### config.mk
export PLATFORM = sky130hd
export DESIGN_NAME = pkt_endpoint
export DESIGN_NICKNAME = d
export VERILOG_FILES = /design/src/rtl/ep_pkg.sv /design/src/rtl/ep_ram.sv /design/src/rtl/ep_tx.sv /design/src/rtl/ep_rx.sv /design/src/rtl/pkt_endpoint.sv
export SDC_FILE = /design/constraint.sdc
export NUM_CORES = 1
export LEC_CHECK = 0
export BUFFER_PORTS_ARGS = -buffer_cell sky130_fd_sc_hd__buf_2
export CAP_MARGIN = 10
export CORE_MARGIN = 8
export CORE_UTILIZATION = 45
export DETAILED_ROUTE_END_ITERATION = 10
export GPL_TIMING_DRIVEN = 0
export PLACE_DENSITY_LB_ADDON = 0.2
export SYNTH_ARGS = -nofsm -noshare
export SYNTH_HDL_FRONTEND = slang
export SYNTH_SLANG_ARGS = --single-unit
### constraint.sdc
create_clock -name clk -period 12.3 [get_ports clk]
set_clock_uncertainty 0.1 [all_clocks]
set_input_delay 2.46 -clock clk [delete_from_list [all_inputs] [get_ports clk]]
set_output_delay 2.46 -clock clk [all_outputs]
set_load 0.05 [all_outputs]
### src/rtl/ep_pkg.sv
package ep_pkg;
  localparam int DW = 16;

  // register offsets
  localparam logic [2:0] A_STATUS = 3'd0;
  localparam logic [2:0] A_CTRL   = 3'd1;
  localparam logic [2:0] A_TXD    = 3'd2;
  localparam logic [2:0] A_RXD    = 3'd3;
  localparam logic [2:0] A_DEV    = 3'd4;
  localparam logic [2:0] A_IRQ    = 3'd5;

  // status bits
  localparam int S_BUILD  = 0;
  localparam int S_BUSY   = 1;
  localparam int S_FULL   = 2;
  localparam int S_TXERR  = 3;
  localparam int S_LENERR = 8;
  localparam int S_DROP   = 11;
  localparam int S_LAST   = 12;
  localparam int S_FIRST  = 13;
  localparam int S_AVAIL  = 15;

  // control bits
  localparam int C_RXEN  = 12;
  localparam int C_FLUSH = 15;

  // interrupt word bits
  localparam int I_TXFREE  = 5;
  localparam int I_TXDONE  = 6;
  localparam int I_RXNEW   = 7;
  localparam int I_RXAVAIL = 8;
endpackage

### src/rtl/ep_ram.sv
module ep_ram #(
  parameter int W  = 16,
  parameter int AW = 4
) (
  input  logic          clk,
  input  logic          we,
  input  logic [AW-1:0] waddr,
  input  logic [W-1:0]  wdata,
  input  logic [AW-1:0] raddr,
  output logic [W-1:0]  rdata
);
  localparam int DEPTH = 1 << AW;

  logic [W-1:0] mem [DEPTH];

  always_ff @(posedge clk) begin
    if (we) mem[waddr] <= wdata;
  end

  assign rdata = mem[raddr];
endmodule

### src/rtl/ep_tx.sv
module ep_tx #(
  parameter int DW = 16,
  parameter int AW = 4
) (
  input  logic          clk,
  input  logic          rst,
  input  logic          push,
  input  logic [DW-1:0] push_data,
  input  logic          flush,
  output logic          out_valid,
  output logic [DW-1:0] out_data,
  output logic          out_last,
  input  logic          out_ready,
  output logic          full,
  output logic          empty,
  output logic          building,
  output logic          busy,
  output logic          err,
  output logic          done
);
  localparam logic [AW:0] ONE = (AW+1)'(1);

  logic [AW:0] wp, rp, pend, rem, used;
  logic        push_ok, hs, flush_go;

  assign used     = wp - rp;
  assign full     = used[AW];
  assign empty    = (used == '0);
  assign push_ok  = push & ~full;
  assign out_valid = (rem != '0);
  assign out_last  = (rem == ONE);
  assign hs       = out_valid & out_ready;
  assign flush_go = flush & (rem == '0) & (pend != '0);
  assign err      = (push & full) | (flush & (rem != '0));
  assign done     = hs & out_last;
  assign building = (pend != '0);
  assign busy     = out_valid;

  ep_ram #(.W(DW), .AW(AW)) u_mem (
    .clk(clk), .we(push_ok), .waddr(wp[AW-1:0]), .wdata(push_data),
    .raddr(rp[AW-1:0]), .rdata(out_data)
  );

  always_ff @(posedge clk) begin
    if (rst) begin
      wp   <= '0;
      rp   <= '0;
      pend <= '0;
      rem  <= '0;
    end else begin
      if (push_ok) wp <= wp + ONE;
      if (hs)      rp <= rp + ONE;
      if (flush_go) begin
        pend <= '0;
        rem  <= pend;
      end else begin
        if (push_ok) pend <= pend + ONE;
        if (hs)      rem  <= rem - ONE;
      end
    end
  end
endmodule

### src/rtl/ep_rx.sv
module ep_rx #(
  parameter int DW = 16,
  parameter int AW = 4
) (
  input  logic          clk,
  input  logic          rst,
  input  logic          en,
  input  logic          in_valid,
  input  logic [DW-1:0] in_data,
  input  logic          in_last,
  input  logic          pop,
  output logic [DW-1:0] head_data,
  output logic          head_first,
  output logic          head_last,
  output logic          avail,
  output logic          pkt_ok,
  output logic          pkt_drop,
  output logic          pkt_badlen
);
  localparam int EW = DW + 2;
  localparam int CW = DW + 1;
  localparam logic [AW:0] ONE = (AW+1)'(1);

  logic [AW:0]   wc, wt, rp, used;
  logic [CW-1:0] cnt, total, expect_n;
  logic [DW-1:0] len_q, len_eff;
  logic          off_q, ovf_q, off_now, ovf_now, wr, fin, badlen;
  logic [EW-1:0] head_ent;

  assign used     = wt - rp;
  assign off_now  = off_q | ~en;
  assign ovf_now  = ovf_q | used[AW];
  assign wr       = in_valid & ~off_now & ~ovf_now;
  assign len_eff  = (cnt == CW'(3)) ? in_data : len_q;
  assign total    = cnt + CW'(1);
  assign expect_n = CW'(4) + ((CW'(len_eff) + CW'(1)) >> 1);
  assign badlen   = (total != expect_n);
  assign fin      = in_valid & in_last;

  assign pkt_ok     = fin & ~off_now & ~ovf_now & ~badlen;
  assign pkt_drop   = fin & ~off_now & ovf_now;
  assign pkt_badlen = fin & ~off_now & ~ovf_now & badlen;

  assign avail      = (wc != rp);
  assign head_data  = head_ent[DW-1:0];
  assign head_last  = head_ent[DW];
  assign head_first = head_ent[DW+1];

  ep_ram #(.W(EW), .AW(AW)) u_mem (
    .clk(clk), .we(wr), .waddr(wt[AW-1:0]),
    .wdata({(cnt == '0), in_last, in_data}),
    .raddr(rp[AW-1:0]), .rdata(head_ent)
  );

  always_ff @(posedge clk) begin
    if (rst) begin
      wc    <= '0;
      wt    <= '0;
      rp    <= '0;
      cnt   <= '0;
      len_q <= '0;
      off_q <= 1'b0;
      ovf_q <= 1'b0;
    end else begin
      if (pop && avail) rp <= rp + ONE;
      if (in_valid) begin
        if (in_last) begin
          cnt   <= '0;
          off_q <= 1'b0;
          ovf_q <= 1'b0;
          if (pkt_ok) begin
            wt <= wt + ONE;
            wc <= wt + ONE;
          end else begin
            wt <= wc;
          end
        end else begin
          cnt   <= total;
          off_q <= off_now;
          ovf_q <= ovf_now;
          if (cnt == CW'(3)) len_q <= in_data;
          if (wr) wt <= wt + ONE;
        end
      end
    end
  end
endmodule

### src/rtl/pkt_endpoint.sv
module pkt_endpoint
  import ep_pkg::*;
#(
  parameter int TX_AW = 4,
  parameter int RX_AW = 4
) (
  input  logic          clk,
  input  logic          rst,
  input  logic          cpu_wr,
  input  logic          cpu_rd,
  input  logic [2:0]    cpu_addr,
  input  logic [DW-1:0] cpu_wdata,
  output logic [DW-1:0] cpu_rdata,
  output logic          tx_valid,
  output logic [DW-1:0] tx_data,
  output logic          tx_last,
  input  logic          tx_ready,
  input  logic          rx_valid,
  input  logic [DW-1:0] rx_data,
  input  logic          rx_last,
  output logic          irq
);
  logic          en_q, ev_tx, ev_rx;
  logic [2:0]    err_q, err_set, err_clr;
  logic [DW-1:0] dev_q, rdata_q, rd_mux, status_w, irq_w;
  logic          tx_push, tx_flush, tx_full, tx_empty, tx_build, tx_busy, tx_err, tx_done;
  logic          rx_pop, rx_avail, rx_first, rx_lastw, rx_ok, rx_drop, rx_badlen;
  logic [DW-1:0] rx_head;
  logic          irq_rd;

  assign tx_push  = cpu_wr & (cpu_addr == A_TXD);
  assign tx_flush = cpu_wr & (cpu_addr == A_CTRL) & cpu_wdata[C_FLUSH];
  assign rx_pop   = cpu_rd & (cpu_addr == A_RXD);
  assign irq_rd   = cpu_rd & (cpu_addr == A_IRQ);

  ep_tx #(.DW(DW), .AW(TX_AW)) u_tx (
    .clk(clk), .rst(rst), .push(tx_push), .push_data(cpu_wdata), .flush(tx_flush),
    .out_valid(tx_valid), .out_data(tx_data), .out_last(tx_last), .out_ready(tx_ready),
    .full(tx_full), .empty(tx_empty), .building(tx_build), .busy(tx_busy),
    .err(tx_err), .done(tx_done)
  );

  ep_rx #(.DW(DW), .AW(RX_AW)) u_rx (
    .clk(clk), .rst(rst), .en(en_q), .in_valid(rx_valid), .in_data(rx_data),
    .in_last(rx_last), .pop(rx_pop), .head_data(rx_head), .head_first(rx_first),
    .head_last(rx_lastw), .avail(rx_avail), .pkt_ok(rx_ok), .pkt_drop(rx_drop),
    .pkt_badlen(rx_badlen)
  );

  // sticky error flags: [0] transmit, [1] length, [2] dropped
  assign err_set = {rx_drop, rx_badlen, tx_err};
  assign err_clr = (cpu_wr && cpu_addr == A_STATUS)
                   ? {cpu_wdata[S_DROP], cpu_wdata[S_LENERR], cpu_wdata[S_TXERR]} : 3'b000;

  always_comb begin
    status_w            = '0;
    status_w[S_BUILD]   = tx_build;
    status_w[S_BUSY]    = tx_busy;
    status_w[S_FULL]    = tx_full;
    status_w[S_TXERR]   = err_q[0];
    status_w[S_LENERR]  = err_q[1];
    status_w[S_DROP]    = err_q[2];
    status_w[S_LAST]    = rx_avail & rx_lastw;
    status_w[S_FIRST]   = rx_avail & rx_first;
    status_w[S_AVAIL]   = rx_avail;

    irq_w               = '0;
    irq_w[I_TXFREE]     = tx_empty;
    irq_w[I_TXDONE]     = ev_tx;
    irq_w[I_RXNEW]      = ev_rx;
    irq_w[I_RXAVAIL]    = rx_avail;

    rd_mux = '0;
    case (cpu_addr)
      A_STATUS: rd_mux = status_w;
      A_CTRL:   rd_mux[C_RXEN] = en_q;
      A_RXD:    rd_mux = rx_avail ? rx_head : '0;
      A_DEV:    rd_mux = dev_q;
      A_IRQ:    rd_mux = irq_w;
      default:  rd_mux = '0;
    endcase
  end

  always_ff @(posedge clk) begin
    if (rst) begin
      en_q    <= 1'b0;
      dev_q   <= '0;
      err_q   <= '0;
      ev_tx   <= 1'b0;
      ev_rx   <= 1'b0;
      rdata_q <= '0;
    end else begin
      if (cpu_wr && cpu_addr == A_CTRL) en_q  <= cpu_wdata[C_RXEN];
      if (cpu_wr && cpu_addr == A_DEV)  dev_q <= cpu_wdata;
      err_q   <= (err_q & ~err_clr) | err_set;
      ev_tx   <= tx_done | (ev_tx & ~irq_rd);
      ev_rx   <= rx_ok   | (ev_rx & ~irq_rd);
      rdata_q <= cpu_rd ? rd_mux : '0;
    end
  end

  assign cpu_rdata = rdata_q;
  assign irq       = ev_tx | ev_rx | rx_avail;
endmodule

# ---- Yosys cells after proc, flatten, opt, wreduce, memory -nomap -nowiden
# Memories as Yosys holds them, arrays and structs flattened. A register that Yosys moved wholly into a read port is not among the register bits.
# Cells that the tools add are included.
dict set report totals {
  ff_bits 108
  mem_bits_rw 544
  in_bits 42
  out_inout_bits 35
  wordCells 120
  memories 2
}
dict set report op_classes {
  addsub 11
  eq_ne 9
  muxes 22
  n_bitwise 42
  n_reduce_logical 17
}
# memory words word_bits rd rd_ports_with_merged_regs write_ports line
set memory_table {}
lappend memory_table {u_rx.u_mem.mem 16 18 1 1 1 ep_ram.sv:14} ;# logic [W-1:0] mem [DEPTH];
lappend memory_table {u_tx.u_mem.mem 16 16 1 1 1 ep_ram.sv:14}
# operator n
set ops {}
lappend ops {{case mux 12 bit (4 select lines)} 1}
lappend ops {{two-way mux 16 bit} 2}
lappend ops {{adder 5 x 1 -> 5 bit, second input constant} 5}
lappend ops {{two-way mux 5 bit} 5}
lappend ops {{AND 1 bit} 24}
lappend ops {{adder 16 x 1 -> 17 bit, second input constant} 1}
lappend ops {{adder 17 x 1 -> 17 bit, second input constant} 1}
lappend ops {{adder 3 x 16 -> 17 bit, first input constant} 1}
lappend ops {{== test 17 x 2 -> 1 bit, second input constant} 1}
lappend ops {{logical NOT 17 bit} 1}
lappend ops {{two-way mux 17 bit} 1}
lappend ops {{inequality test 17 bit} 1}
lappend ops {{two-way mux 4 bit} 4}
lappend ops {{logical NOT 5 bit} 2}
lappend ops {{nonzero test 5 bit} 2}
lappend ops {{subtractor 5 bit} 2}
lappend ops {{case mux 3 bit (3 select lines)} 1}
lappend ops {{NOT 1 bit} 8}
lappend ops {{bitwise OR 1 bit} 7}
lappend ops {{== test 3 x 2 -> 1 bit, second input constant} 2}
lappend ops {{== test 3 bit, second input constant} 2}
lappend ops {{two-way mux 1 bit} 6}
lappend ops {{AND reduction 2 bit} 3}
lappend ops {{== test 5 x 1 -> 1 bit, second input constant} 1}
lappend ops {{other kinds (12)} 17}

# ---- Depth between registers and ports, before layout
# Gate-level depths: netlist of run 1.
dict set report logic_depth {
  word_depth 9
  depth_mapped 27
  ltp_nobuf 22
}

# ---- Cells and area by module
# From an unflattened synthesis of run 1, not the netlist that was laid out.
dict set report hier_totals {
  cells_unflattened 1842
  hier_area_um2 28275.9
}
# mod instances cells_per_inst area_per_inst_um2 seq_area_each_um2
set by_module_without_submodules {}
lappend by_module_without_submodules {{ep_ram (u_rx.u_mem)} 1 464 10961.8 8648.3}
lappend by_module_without_submodules {{ep_ram (u_tx.u_mem)} 1 416 9723.1 7687.4}
lappend by_module_without_submodules {ep_rx 1 621 4584.4 1001.0}
lappend by_module_without_submodules {pkt_endpoint 1 192 1675.4 760.7}
lappend by_module_without_submodules {ep_tx 1 149 1331.3 400.4}

# ---- Worst setup path before layout of run 1
# No wires, ideal clock.
dict set report synth_timing {
  path_type {input to register}
  startpoint {in rx_data[0]}
  endpoint {reg u_rx.wt[3]}
  setup_time_ns 0.122
  arrival_time_ns 5.495
  required_ns 12.078
  path_slack_ns 6.583
  path_stages 14
  n_path_buf 1
  path_cell_list {nand2_1 -> nand2_1 -> ha_1 -> clkbuf_1 -> nand4_1 -> or4_1 -> xor2_1 -> mux2i_1 -> o211ai_1 -> nor4b_1 -> mux2i_1 -> a211oi_4 -> a31oi_1 -> o311a_1}
}
dict set report synth_between {
  elab_chain_len 8
}
# element line
set synth_lines {}
lappend synth_lines {{start: declaration} pkt_endpoint.sv:19} ;# input logic [DW-1:0] rx_data,
lappend synth_lines {{two-way mux 16 bit} --}
lappend synth_lines {{net u_rx.len_eff[0]} ep_rx.sv:26} ;# logic [DW-1:0] len_q, len_eff;
lappend synth_lines {{adder 16 x 1 -> 17 bit} ep_rx.sv:36} ;# assign expect_n = CW'(4) + ((CW'(len_eff) + CW'(1)) >> 1);
lappend synth_lines {{adder 3 x 16 -> 17 bit} ep_rx.sv:36}
lappend synth_lines {{inequality test 17 bit} ep_rx.sv:37} ;# assign badlen = (total != expect_n);
lappend synth_lines {{NOT 1 bit} ep_rx.sv:40} ;# assign pkt_ok = fin & ~off_now & ~ovf_now & ~badlen;
lappend synth_lines {{AND 1 bit} ep_rx.sv:40}
lappend synth_lines {{two-way mux 5 bit} --}
lappend synth_lines {{two-way mux 5 bit} ep_rx.sv:67} ;# if (in_last) begin
lappend synth_lines {{end signal: assignment} ep_rx.sv:72} ;# wt <= wt + ONE;
lappend synth_lines {{end signal: assignment} ep_rx.sv:75} ;# wt <= wc;
lappend synth_lines {{end signal: assignment} ep_rx.sv:82} ;# if (wr) wt <= wt + ONE;
lappend synth_lines {{end: declaration} ep_rx.sv:24} ;# logic [AW:0] wc, wt, rp, used;
# The timed path passes the listed nets, and every way through them passes these cells.
# A chain may end at the register's enable or synchronous reset.

# ---- Final worst setup path of run 1
dict set report layout_timing {
  startpoint {in rx_data[1]}
  endpoint {reg u_rx.wt[1]}
}
# The elaborated chain is that of the path after synthesis.

==> results of run 1 <==
==> per-layer routing <==
metal / vias to the layer above / GRT usage, %
met5: - / 0
met4: 0 / 5.87
met3: 105 / 3.60
met2: 620 / 33.1
met1: 8321 / 27.1
li1: 7213 / -
==> final cells by class <==
cell class | instances | area (um^2) | area share (%)
diodes | 3 | 7.51 | 0.0234
plain buffers | 99 | 425 | 1.33
clock buffers | 88 | 1880 | 5.88
clock inverters | 38 | 324 | 1.01
inverters | 32 | 120 | 0.375
multi-input cells | 964 | 8670 | 27.1
flip-flops and latches | 660 | 18700 | 58.2
well taps | 790 | 988 | 3.08
repair buffers | 108 | 967 | 3.02
==> flip-flops by register name, summed over array words and instances, names as in the netlist, 16 cells and up, named ones only <==
register        count
u_rx.u_mem.mem    288
u_tx.u_mem.mem    256
u_rx.cnt           17
cpu_rdata          16
dev_q              16
u_rx.len_q         16
==> worst max-delay path by stage <==
| stage | from | end | slack, ns | cells after the start |
|---|---|---|---|---|
| 6_report | rx_data[1] | u_rx.wt[1] | 5.86 | 16 |
| 5_1_grt | rx_data[0] | u_rx.wt[1] | 5.58 | 16 |
| 4_1_cts | flip-flop | tx_data[12] | 5.88 | 5 |
| 3_5_place_dp | rx_data[0] | u_rx.wt[1] | 5.26 | 16 |
| 3_3_place_gp | rx_valid | u_rx.u_mem.mem[3][8] | 5.04 | 6 |
| 2_1_floorplan | rx_data[0] | u_rx.wt[3] | 6.58 | 14 |
==> cells in the mapped netlist (25+ instances only) <==
cell / count
a211oi_1: 25
a21oi_1: 85
clkbuf_1: 65
dfxtp_1: 116
edfxtp_1: 544
ha_1: 25
inv_1: 31
mux2i_1: 43
mux4_2: 154
nand2_1: 121
nand3_1: 31
nor2_1: 138
nor3_1: 37
xnor2_1: 60
==> through the flow <==
| step | area, um^2 | cells | hold WS, ns | power [mW] | utilization [%] |
|---|---|---|---|---|---|
| 6_report | 32000 | 2782 | 0.366 | 4.97 | 52.2 |
| 2_1_floorplan | 27800 | 1755 | 0.331 | 2.83 | - |
| 3_5_place_dp | 29800 | 2653 | 0.353 | 2.99 | 48.6 |
| 5_1_grt | 32000 | 2781 | 0.390 | 5.13 | 52.2 |
| 3_3_place_gp | 29100 | 2618 | 0.346 | 2.98 | 47.5 |
| 4_1_cts | 32000 | 2779 | 0.363 | 5.02 | 52.2 |
==> worst max-delay path: cells and delay by family <==
family | cells | cell delay, ns
simple gates | 6 | 1.80
fa+ha+maj | 1 | 0.14
compound gates | 4 | 1.00
xor+xnor | 1 | 0.17
buf+inv | 2 | 0.70
mux | 2 | 0.54
==> where the power goes <==
| part | switching (mW) | internal, mW | leakage (nW) |
|---|---|---|---|
| clock network | 0.877 | 1.16 | 1.09 |
| logic | 0.305 | 0.186 | 3.21 |
| registers | 0.0135 | 2.43 | 5.82 |
| total | 1.20 | 3.78 | 10.1 |
==> kinds of logic (layout without fill, tap and decap cells) <==
| kind of cell | after synthesis | after routing | share of synthesized area [%] |
|---|---|---|---|
| AO/OA/AOI/OAI | 196 | 196 | 4.64 |
| XOR/XNOR | 84 | 84 | 2.65 |
| adder cells (fa/ha/maj) | 25 | 25 | 1.13 |
| buffers and inverters | 131 | 365 | 1.96 |
| flip-flops | 660 | 660 | 67.2 |
| multiplexers | 204 | 204 | 14.3 |
| other | 0 | 3 | 0 |
| AND/OR/NAND/NOR | 455 | 455 | 8.11 |
==> layout by cell type, fill, tap and decap left out, types with 8 or more instances in the layout <==
cell       Yosys  routed
o21ai_0       19      19
a211oi_1      25      25
a22oi_1       14      14
clkbuf_1      65      80
dfxtp_1      116     116
nand2_1      121     121
mux4_2       154     154
nand2b_1      12      12
buf_16         0      10
and3_1         8       8
inv_1         31      31
buf_6          4      17
nand3_1       31      31
xor2_1        24      24
ha_1          25      25
clkbuf_16      0      73
edfxtp_1     544     544
nor3_1        37      29
clkinv_2       0      18
nor2_2         0      23
buf_1         17      17
nor4_1        18      18
nor2_1       138     115
xnor2_1       60      60
nor3_2         0       8
buf_2         10      83
nand4_1       24      24
nor2b_1       21      21
clkinv_1       1      10
a21oi_1       85      85
mux2i_1       43      43
buf_8          0      12
==> impl_metrics.env, run 1 <==
export IMPL_synthDistinctLibCells=71
export IMPL_synth_nets=1822
export IMPL_cts_tree="done"
export IMPL_final_hold_violation_count=0
export IMPL_end_kind="flip-flop"
export IMPL_yosysSeqAreaShare_pct=67.2
export IMPL_place_gp_congestion=0.860
export IMPL_crit_reg2reg_launch="u_rx.cnt[0]"
export IMPL_met2_length_mm=34.3
export IMPL_grt_pass1_vias=16500
export IMPL_vdd_drop_max_uv=79.3
export IMPL_synth_top_area_share_pct=58.8
export IMPL_ys_warn_count=0
export IMPL_rows=91
export IMPL_dr_pass1_iters=7
export IMPL_critPathMaxStageDelay_ns=0.60
export IMPL_drive_gt1_share_pct=21.7
export IMPL_leakage_nw=10.1
export IMPL_hold_buffers=0
export IMPL_start_util_pct=45.3
export IMPL_route_detailed_drc=0
export IMPL_hpwlAfterDp_mm=49.0
export IMPL_die_width_um=264
export IMPL_routedWlPerCell_um=25.3
export IMPL_grt_max_degree=24
export IMPL_cp_cell_sequence="buf_2 > nand2_1 > nand2_1 > ha_1 > clkbuf_1 > nand4_1 > or4_1 > xor2_1 > mux2i_1 > o211ai_1 > nor4_1 > mux2i_1 > a211oi_4 > nand3_4 > a31oi_1 > o32ai_1"
export IMPL_ctsRootBufferMaster="clkbuf_16"
export IMPL_outcome="completed"
export IMPL_clk_path_buf_depth=3
export IMPL_fillCellCount=4953
export IMPL_syn_inst=1755
export IMPL_timing_rr_end="u_rx.wt[1]"
export IMPL_grt_ovfl_total=0
export IMPL_coreArea_mm2=0.0614
export IMPL_post_cts_setup_buffers=0
export IMPL_clock_latency_ns=0.62
export IMPL_reg2reg_slack_ns=6.01
export IMPL_drt_iter0_drc=1552
export IMPL_die_height_um=264
export IMPL_maxCapViolations=0
export IMPL_dp_slack_ns=5.26
export IMPL_cp_max_fo=21
export IMPL_syn_area_mm2=0.0278
export IMPL_min_period_over_period_pct=52.4
export IMPL_rsz0062_at_grt="false"
export IMPL_synth_seq_cells=660
export IMPL_finalMaxSlewViolations=0
export IMPL_setup_viol=0
export IMPL_setup_slack_ns=5.86
export IMPL_min_from="dev_q[1]"
export IMPL_num_vias=16300
export IMPL_clkSlewWorstSetupHoldPaths_ns=0.07
export IMPL_area_delta_synth_final_pct=15.4
export IMPL_grtUsageTotal_pct=20.0
export IMPL_m1WireLength_mm=29.6
export IMPL_synth_area_leaders="edfxtp_1, mux4_2, dfxtp_1, xnor2_1, nor2_1"
export IMPL_met3_length_mm=4.83
export IMPL_critPathSlowestCell="or4_1"
export IMPL_clkSinkCount=660
export IMPL_cts_buffers=71
export IMPL_critical_path_required_ns=12.67
export IMPL_dieArea_mm2=0.0699
export IMPL_synth_ff_type="edfxtp_1"
export IMPL_grt_pass1_wl_mm=105
export IMPL_maxUsedRoutingLayer="met4"
export IMPL_holdPathStages=2
export IMPL_async_reset_ff_share_pct=0
export IMPL_path_class="in -> reg"
export IMPL_h_tree_depth=3
export IMPL_arrival_ns=6.81
export IMPL_slew_headroom_pct=22.6
export IMPL_synth_edf_count=544
export IMPL_antenna_left=0
export IMPL_hp_class="reg -> reg"
export IMPL_antenna_found_initial=4
export IMPL_pwr_density_cell_mw_per_mm2=155
export IMPL_vias_per_cell=5.84
export IMPL_fin_nets=2003
export IMPL_routed_wl_mm=70.4
export IMPL_io_buffers=73
export IMPL_top_level_ports=77
export IMPL_start_kind="primary input"
export IMPL_cts_resized_gates=0
export IMPL_holdPathEnd="dev_q[1]"
export IMPL_rr_worst_depth=22
export IMPL_worst_slew_pin_slew_ns=1.16
export IMPL_max_freq_mhz=155
export IMPL_syn_area_per_cell_um2=15.8
export IMPL_synth_area_leader_cell="edfxtp_1"
export IMPL_finalSetupTns_ns=0
export IMPL_layout_min_cycle_time_ns=6.44
(Power assumes the default switching activity.)
==> run 2, diff against run 1 <==
clock period = 5.7 ns   (was 12.3 ns; I/O delays follow)
==> run 2 against run 1 <==
Effect of this change: largest power group unchanged; global-route usage about the same; die area unchanged; non-clock buffer count increased by 4; core utilization increased by 0.13 points; first-iteration DRC count increased by 2.8%; cell area increased by 0.25%; clock power increased by 120%; critical endpoint is now u_rx.wt[3]; register-to-register slack got worse by 5.7 ns.
==> impl_metrics.env, run 2 (synthesis results as in run 1) <==
export IMPL_hpwlAfterDp_mm=49.0
export IMPL_cts_buffers=71
export IMPL_largest_reg_flops=288
export IMPL_drt_iter0_drc=1595
export IMPL_path_class="reg -> reg"
export IMPL_maxUsedRoutingLayer="met4"
export IMPL_area_delta_synth_final_pct=15.7
export IMPL_antenna_found_initial=4
export IMPL_routedWlPerCell_um=25.3
export IMPL_mostFrequentLayoutCells="edfxtp_1, mux4_2, nand2_1"
export IMPL_clk_path_buf_depth=3
export IMPL_die_width_um=264
export IMPL_finalMaxSlewViolations=0
export IMPL_io_buffers=73
export IMPL_vdd_drop_max_uv=169
export IMPL_min_period_over_period_pct=93.9
export IMPL_end_kind="flip-flop"
export IMPL_vias_per_cell=5.87
export IMPL_antenna_left=0
export IMPL_h_tree_depth=3
export IMPL_setup_slack_ns=0.346
export IMPL_cts_tree="done"
export IMPL_layout_min_cycle_time_ns=5.35
export IMPL_clock_latency_ns=0.62
export IMPL_hp_class="reg -> reg"
export IMPL_reg_largest_list="u_rx.u_mem.mem x288, u_tx.u_mem.mem x256, u_rx.cnt x17"
export IMPL_leakage_nw=10.1
export IMPL_met2_length_mm=34.3
export IMPL_reg2reg_slack_ns=0.35
export IMPL_setup_viol=0
export IMPL_maxCapViolations=0
export IMPL_met3_length_mm=4.90
export IMPL_m1WireLength_mm=29.7
export IMPL_start_util_pct=45.3
export IMPL_arrival_ns=5.80
export IMPL_routed_wl_mm=70.6
export IMPL_die_height_um=264
export IMPL_start_kind="flip-flop"
export IMPL_num_vias=16300
export IMPL_drive_gt1_share_pct=22.4
export IMPL_hold_buffers=0
export IMPL_holdPathStages=2
export IMPL_power_total_mw=10.7
export IMPL_slew_headroom_pct=24.0
export IMPL_worst_slew_pin_slew_ns=1.14
export IMPL_grt_pass1_wl_mm=105
export IMPL_max_freq_mhz=187
export IMPL_cp_max_fo=10
export IMPL_rr_worst_depth=24
export IMPL_grt_pass1_vias=16500
export IMPL_grtUsageTotal_pct=20.0
export IMPL_final_hold_violation_count=0
export IMPL_grt_max_degree=24
export IMPL_crit_reg2reg_launch="u_rx.cnt[0]"
export IMPL_cp_cell_sequence="ha_1 > buf_2 > nor4b_4 > and4_1 > buf_6 > buf_6 > buf_4 > nand2_1 > nand2_1 > ha_4 > nand3_1 > xnor2_1 > nor2_1 > a21oi_1 > ha_2 > nand3_1 > a21oi_1 > a22o_1 > o221ai_1 > o21a_1 > o32a_4 > a31oi_4 > mux2i_1 > o311a_1"
export IMPL_clkSlewWorstSetupHoldPaths_ns=0.06
export IMPL_top_level_ports=77
export IMPL_fin_nets=2007
export IMPL_critPathSlowestCell="o32a_4"
export IMPL_regMostFlops="u_rx.u_mem.mem"
export IMPL_coreArea_mm2=0.0614
export IMPL_grt_ovfl_total=0
export IMPL_clkSinkCount=660
export IMPL_cp_top_family="compound AO/OA/AOI/OAI gates"
export IMPL_route_detailed_drc=0
export IMPL_critPathMaxStageDelay_ns=0.44
export IMPL_dr_pass1_iters=6
export IMPL_rows=91
export IMPL_outcome="completed"
export IMPL_critical_path_required_ns=6.15
export IMPL_pwr_density_cell_mw_per_mm2=334
export IMPL_dp_slack_ns=-0.526
export IMPL_critPathBufInv=4
export IMPL_mostFrequentLayoutCell="edfxtp_1"
export IMPL_timing_rr_end="u_rx.wt[3]"
export IMPL_holdPathEnd="dev_q[1]"
export IMPL_min_from="dev_q[1]"
export IMPL_place_gp_congestion=0.860
export IMPL_dieArea_mm2=0.0699
export IMPL_ctsRootBufferMaster="clkbuf_16"
run 2: changes by cell type in the layout (fill, tap and decap cells not counted), moves of 2 or more:
cell / before / now
nor4_2: 0 / 2
nor4_1: 18 / 16
ha_1: 25 / 23
dfxtp_1: 116 / 114
dfxtp_2: 0 / 2
buf_4: 3 / 9
run 2: timing repair:
action | in CTS | in global routing
setup endpoints to repair | 12 | 12
gates resized for setup | 4 | 9
pin swaps | 1 | 3
buffers inserted | 3 | 2
run 2: power by group:
group / switching [mW] / leakage (nW) / internal, mW / total (mW)
clock network: 1.90 / 1.09 / 2.50 / 4.40
logic: 0.660 / 3.22 / 0.402 / 1.06
registers: 0.0292 / 5.82 / 5.25 / 5.28
total: 2.59 / 10.1 / 8.15 / 10.7
run 2: layout make-up:
cell class,instances,area [um^2]
Clock inverter,38,324
Timing Repair Buffer,113,1000
Buffer,98,424
Multi-Input combinational cell,964,8710
Tap cell,790,988
Antenna cell,3,7.51
Fill cell,4938,29200
Inverter,32,120
Clock buffer,88,1880
Sequential cell,660,18700
run 2: tightest hold or removal path: stages, from the launching register on:
cell and delay (ns):
dfxtp_1 0.31, nand2_1 0.05, a21oi_1 0.06
run 2: worst max-delay path by stage:
stage                 from    endpoint  depth (start not counted)
2_1_floorplan  u_rx.cnt[0]  u_rx.wt[3]                         21
3_3_place_gp   u_rx.cnt[0]  u_rx.wt[1]                         22
4_1_cts        u_rx.cnt[0]  u_rx.wt[3]                         24
6_report       u_rx.cnt[0]  u_rx.wt[3]                         24
5_1_grt        u_rx.cnt[0]  u_rx.wt[3]                         24
3_5_place_dp   u_rx.cnt[0]  u_rx.wt[1]                         22
run 2: through the flow:
stage	hold slack [ns]	setup TNS [ns]	util (%)	instance area (um^2)	std cells
finish	0.368	0	52.3	32100	2786
global route	0.390	-0.0288	52.3	32100	2785
CTS	0.363	0	52.2	32100	2781
detailed placement	0.353	-5.29	48.6	29800	2653
global placement	0.346	-21.91	47.5	29100	2618
floorplan	0.331	0	-	27800	1755
run 2: layer usage:
layer | up-vias | GRT usage (%)
met5 | - | 0
met4 | 0 | 5.72
met3 | 109 | 3.60
met2 | 621 | 33.2
met1 | 8383 | 27.1
li1 | 7228 | -
==> run 3, diff against run 2 <==
CTS_BUF_LIST = sky130_fd_sc_hd__clkbuf_8   (was default)
==> run 3 against run 2 <==
Effect of this change: first-iteration DRC count grew 7.5%; count of clock-buffer cells in the layout is 36 higher; global-route usage hardly changed; via count rose by 0.97%; critical path depth is 2 lower; clock power decreased by 11%; power decreased by 4.4%; setup slack worse by 0.024 ns; cell area down 0.36%; sequential share of layout area increased by 0.21 points; critical path type unchanged; critical endpoint unchanged; largest cell class unchanged.
==> impl_metrics.env, run 3 (synthesis results as in run 1) <==
export IMPL_drt_iter0_drc=1715
export IMPL_timing_rr_end="u_rx.wt[3]"
export IMPL_setup_slack_ns=0.322
export IMPL_drive_gt1_share_pct=23.5
export IMPL_route_detailed_drc=0
export IMPL_dr_pass1_iters=6
export IMPL_die_width_um=264
export IMPL_critical_path_required_ns=6.25
export IMPL_antenna_found_initial=5
export IMPL_hpwlAfterDp_mm=49.0
export IMPL_finalSetupTns_ns=0
export IMPL_coreArea_mm2=0.0614
export IMPL_clkSinkCount=660
export IMPL_finalMaxSlewViolations=0
export IMPL_die_height_um=264
export IMPL_maxCapViolations=0
export IMPL_slew_headroom_pct=23.6
export IMPL_crit_end="u_rx.wt[3]"
export IMPL_switching_share_pct=25.1
export IMPL_vias_per_cell=5.76
export IMPL_rows=91
export IMPL_top_level_ports=77
export IMPL_setup_viol=0
export IMPL_rr_worst_depth=22
export IMPL_h_tree_depth=3
export IMPL_start_util_pct=45.3
export IMPL_vdd_drop_max_uv=165
export IMPL_dp_slack_ns=-0.526
export IMPL_grt_ovfl_total=0
export IMPL_io_buffers=73
export IMPL_clock_latency_ns=0.71
export IMPL_area_delta_synth_final_pct=15.2
export IMPL_p_int_mw=7.69
export IMPL_start_kind="flip-flop"
export IMPL_outcome="completed"
export IMPL_clk_path_buf_depth=3
export IMPL_pwr_share_comb_pct=10.3
export IMPL_hp_class="reg -> reg"
export IMPL_clkSlewWorstSetupHoldPaths_ns=0.06
export IMPL_arrival_ns=5.93
export IMPL_p_sw_mw=2.57
export IMPL_reg2reg_slack_ns=0.32
export IMPL_dieArea_mm2=0.0699
export IMPL_grt_pass1_vias=16800
export IMPL_pwr_density_cell_mw_per_mm2=321
export IMPL_routedWlPerCell_um=24.7
export IMPL_layout_min_cycle_time_ns=5.38
export IMPL_grtUsageTotal_pct=20.1
export IMPL_mostFrequentLayoutCell="edfxtp_1"
export IMPL_cts_buffers=110
export IMPL_leakage_nw=10.3
export IMPL_max_freq_mhz=186
export IMPL_startpoint="u_rx.cnt[0]"
export IMPL_cts_tree="done"
export IMPL_reg_largest_list="u_rx.u_mem.mem x288, u_tx.u_mem.mem x256, u_rx.cnt x17"
export IMPL_worst_slew_pin_slew_ns=1.15
export IMPL_final_hold_violation_count=0
export IMPL_cp_max_fo=10
export IMPL_largest_reg_flops=288
export IMPL_clkPwrFrac_pct=38.2
export IMPL_routed_wl_mm=70.8
export IMPL_grt_pass1_wl_mm=106
export IMPL_grt_max_degree=24
export IMPL_min_period_over_period_pct=94.4
export IMPL_fillCellCount=4988
export IMPL_num_vias=16500
export IMPL_antenna_left=0
export IMPL_place_gp_congestion=0.860
export IMPL_regMostFlops="u_rx.u_mem.mem"
export IMPL_crit_reg2reg_launch="u_rx.cnt[0]"
export IMPL_seq_power_share_pct=51.4
export IMPL_end_kind="flip-flop"
export IMPL_mostFrequentLayoutCells="edfxtp_1, mux4_2, clkbuf_8"
export IMPL_hold_buffers=0
export IMPL_fin_nets=2046
export IMPL_path_class="reg -> reg"
export IMPL_ctsRootBufferMaster="clkbuf_8"
## run 3: cell count changes in the layout (fill, tap and decap cells not counted), sizes merged
cell / previous run / this run
clkbuf: 152 / 188
bufinv: 3 / 1
inv: 32 / 70
clkinv: 34 / 36
diode: 3 / 5
clkinvlp: 1 / 2
## run 3: layout make-up
class | count | area [um^2] | area share, %
sequential | 660 | 18700 | 58.3
multi-input combinational | 964 | 8710 | 27.2
clock buffer | 124 | 1710 | 5.33
timing repair buffer | 113 | 1000 | 3.14
tap | 790 | 988 | 3.09
buffer | 98 | 424 | 1.33
clock inverter | 77 | 379 | 1.18
inverter | 32 | 120 | 0.375
antenna | 5 | 12.5 | 0.0391
## run 3: power groups by stage
| stage | combinational [mW] | clock [mW] | sequential, mW |
|---|---|---|---|
| final | 1.06 | 3.92 | 5.28 |
| after global routing | 1.14 | 4.23 | 5.28 |
| after CTS | 1.08 | 4.02 | 5.28 |
| after detailed placement | 1.07 | 0 | 5.38 |
| after global placement | 1.06 | 0 | 5.38 |
| after floorplan | 0.745 | 0 | 5.37 |
## run 3: per-layer routing
metal	track usage (%)	part of all wire, %	vias up
met4	5.86	2.2	0
met5	0	0	-
li1	-	-	7314
met1	26.9	42	8446
met3	4.18	7.3	111
met2	33.1	48	628
## run 3: metrics by stage
step	hold slack, ns	cell area [um^2]	total power [mW]	instances	util, %
3_3_place_gp	0.346	29100	6.44	2618	47.5
3_5_place_dp	0.353	29800	6.45	2653	48.6
5_1_grt	0.390	32000	10.7	2862	52.1
6_report	0.367	32000	10.3	2863	52.2
4_1_cts	0.363	31900	10.4	2856	52.1
2_1_floorplan	0.331	27800	6.12	1755	-
## run 3: worst max-delay path: stages (launching register included)
cell and delay, ns:
dfxtp_2 0.40, ha_1 0.16, buf_2 0.22, nor4b_4 0.24, and4_1 0.25, buf_6 0.14
buf_6 0.17, buf_4 0.21, nand2_1 0.08, nand2_1 0.16, ha_4 0.22, nand4_1 0.15
buf_4 0.23, nor3_1 0.21, o21ai_0 0.17, nor4_2 0.31, nor2_1 0.16, a2111oi_1 0.45
nor4_1 0.12, o32a_4 0.44, a31oi_4 0.33, mux2i_1 0.23, o311a_1 0.17
## run 3: repair_timing
action / in CTS / in global routing
buffers inserted: 3 / 2
pin swaps: 2 / 2
endpoints found under the setup margin: 12 / 12
gates resized for setup: 5 / 8
## run 3: how the worst min path moves through the flow
stage | startpoint | endpoint | slack (ns) | depth (start not counted)
after floorplan | dev_q[13] | cpu_rdata[13] | 0.33 | 2
after global placement | dev_q[4] | dev_q[4] | 0.35 | 2
after detailed placement | dev_q[3] | dev_q[3] | 0.35 | 2
after CTS | dev_q[3] | dev_q[3] | 0.36 | 2
after global routing | dev_q[15] | dev_q[15] | 0.39 | 2
final | dev_q[8] | dev_q[8] | 0.37 | 2
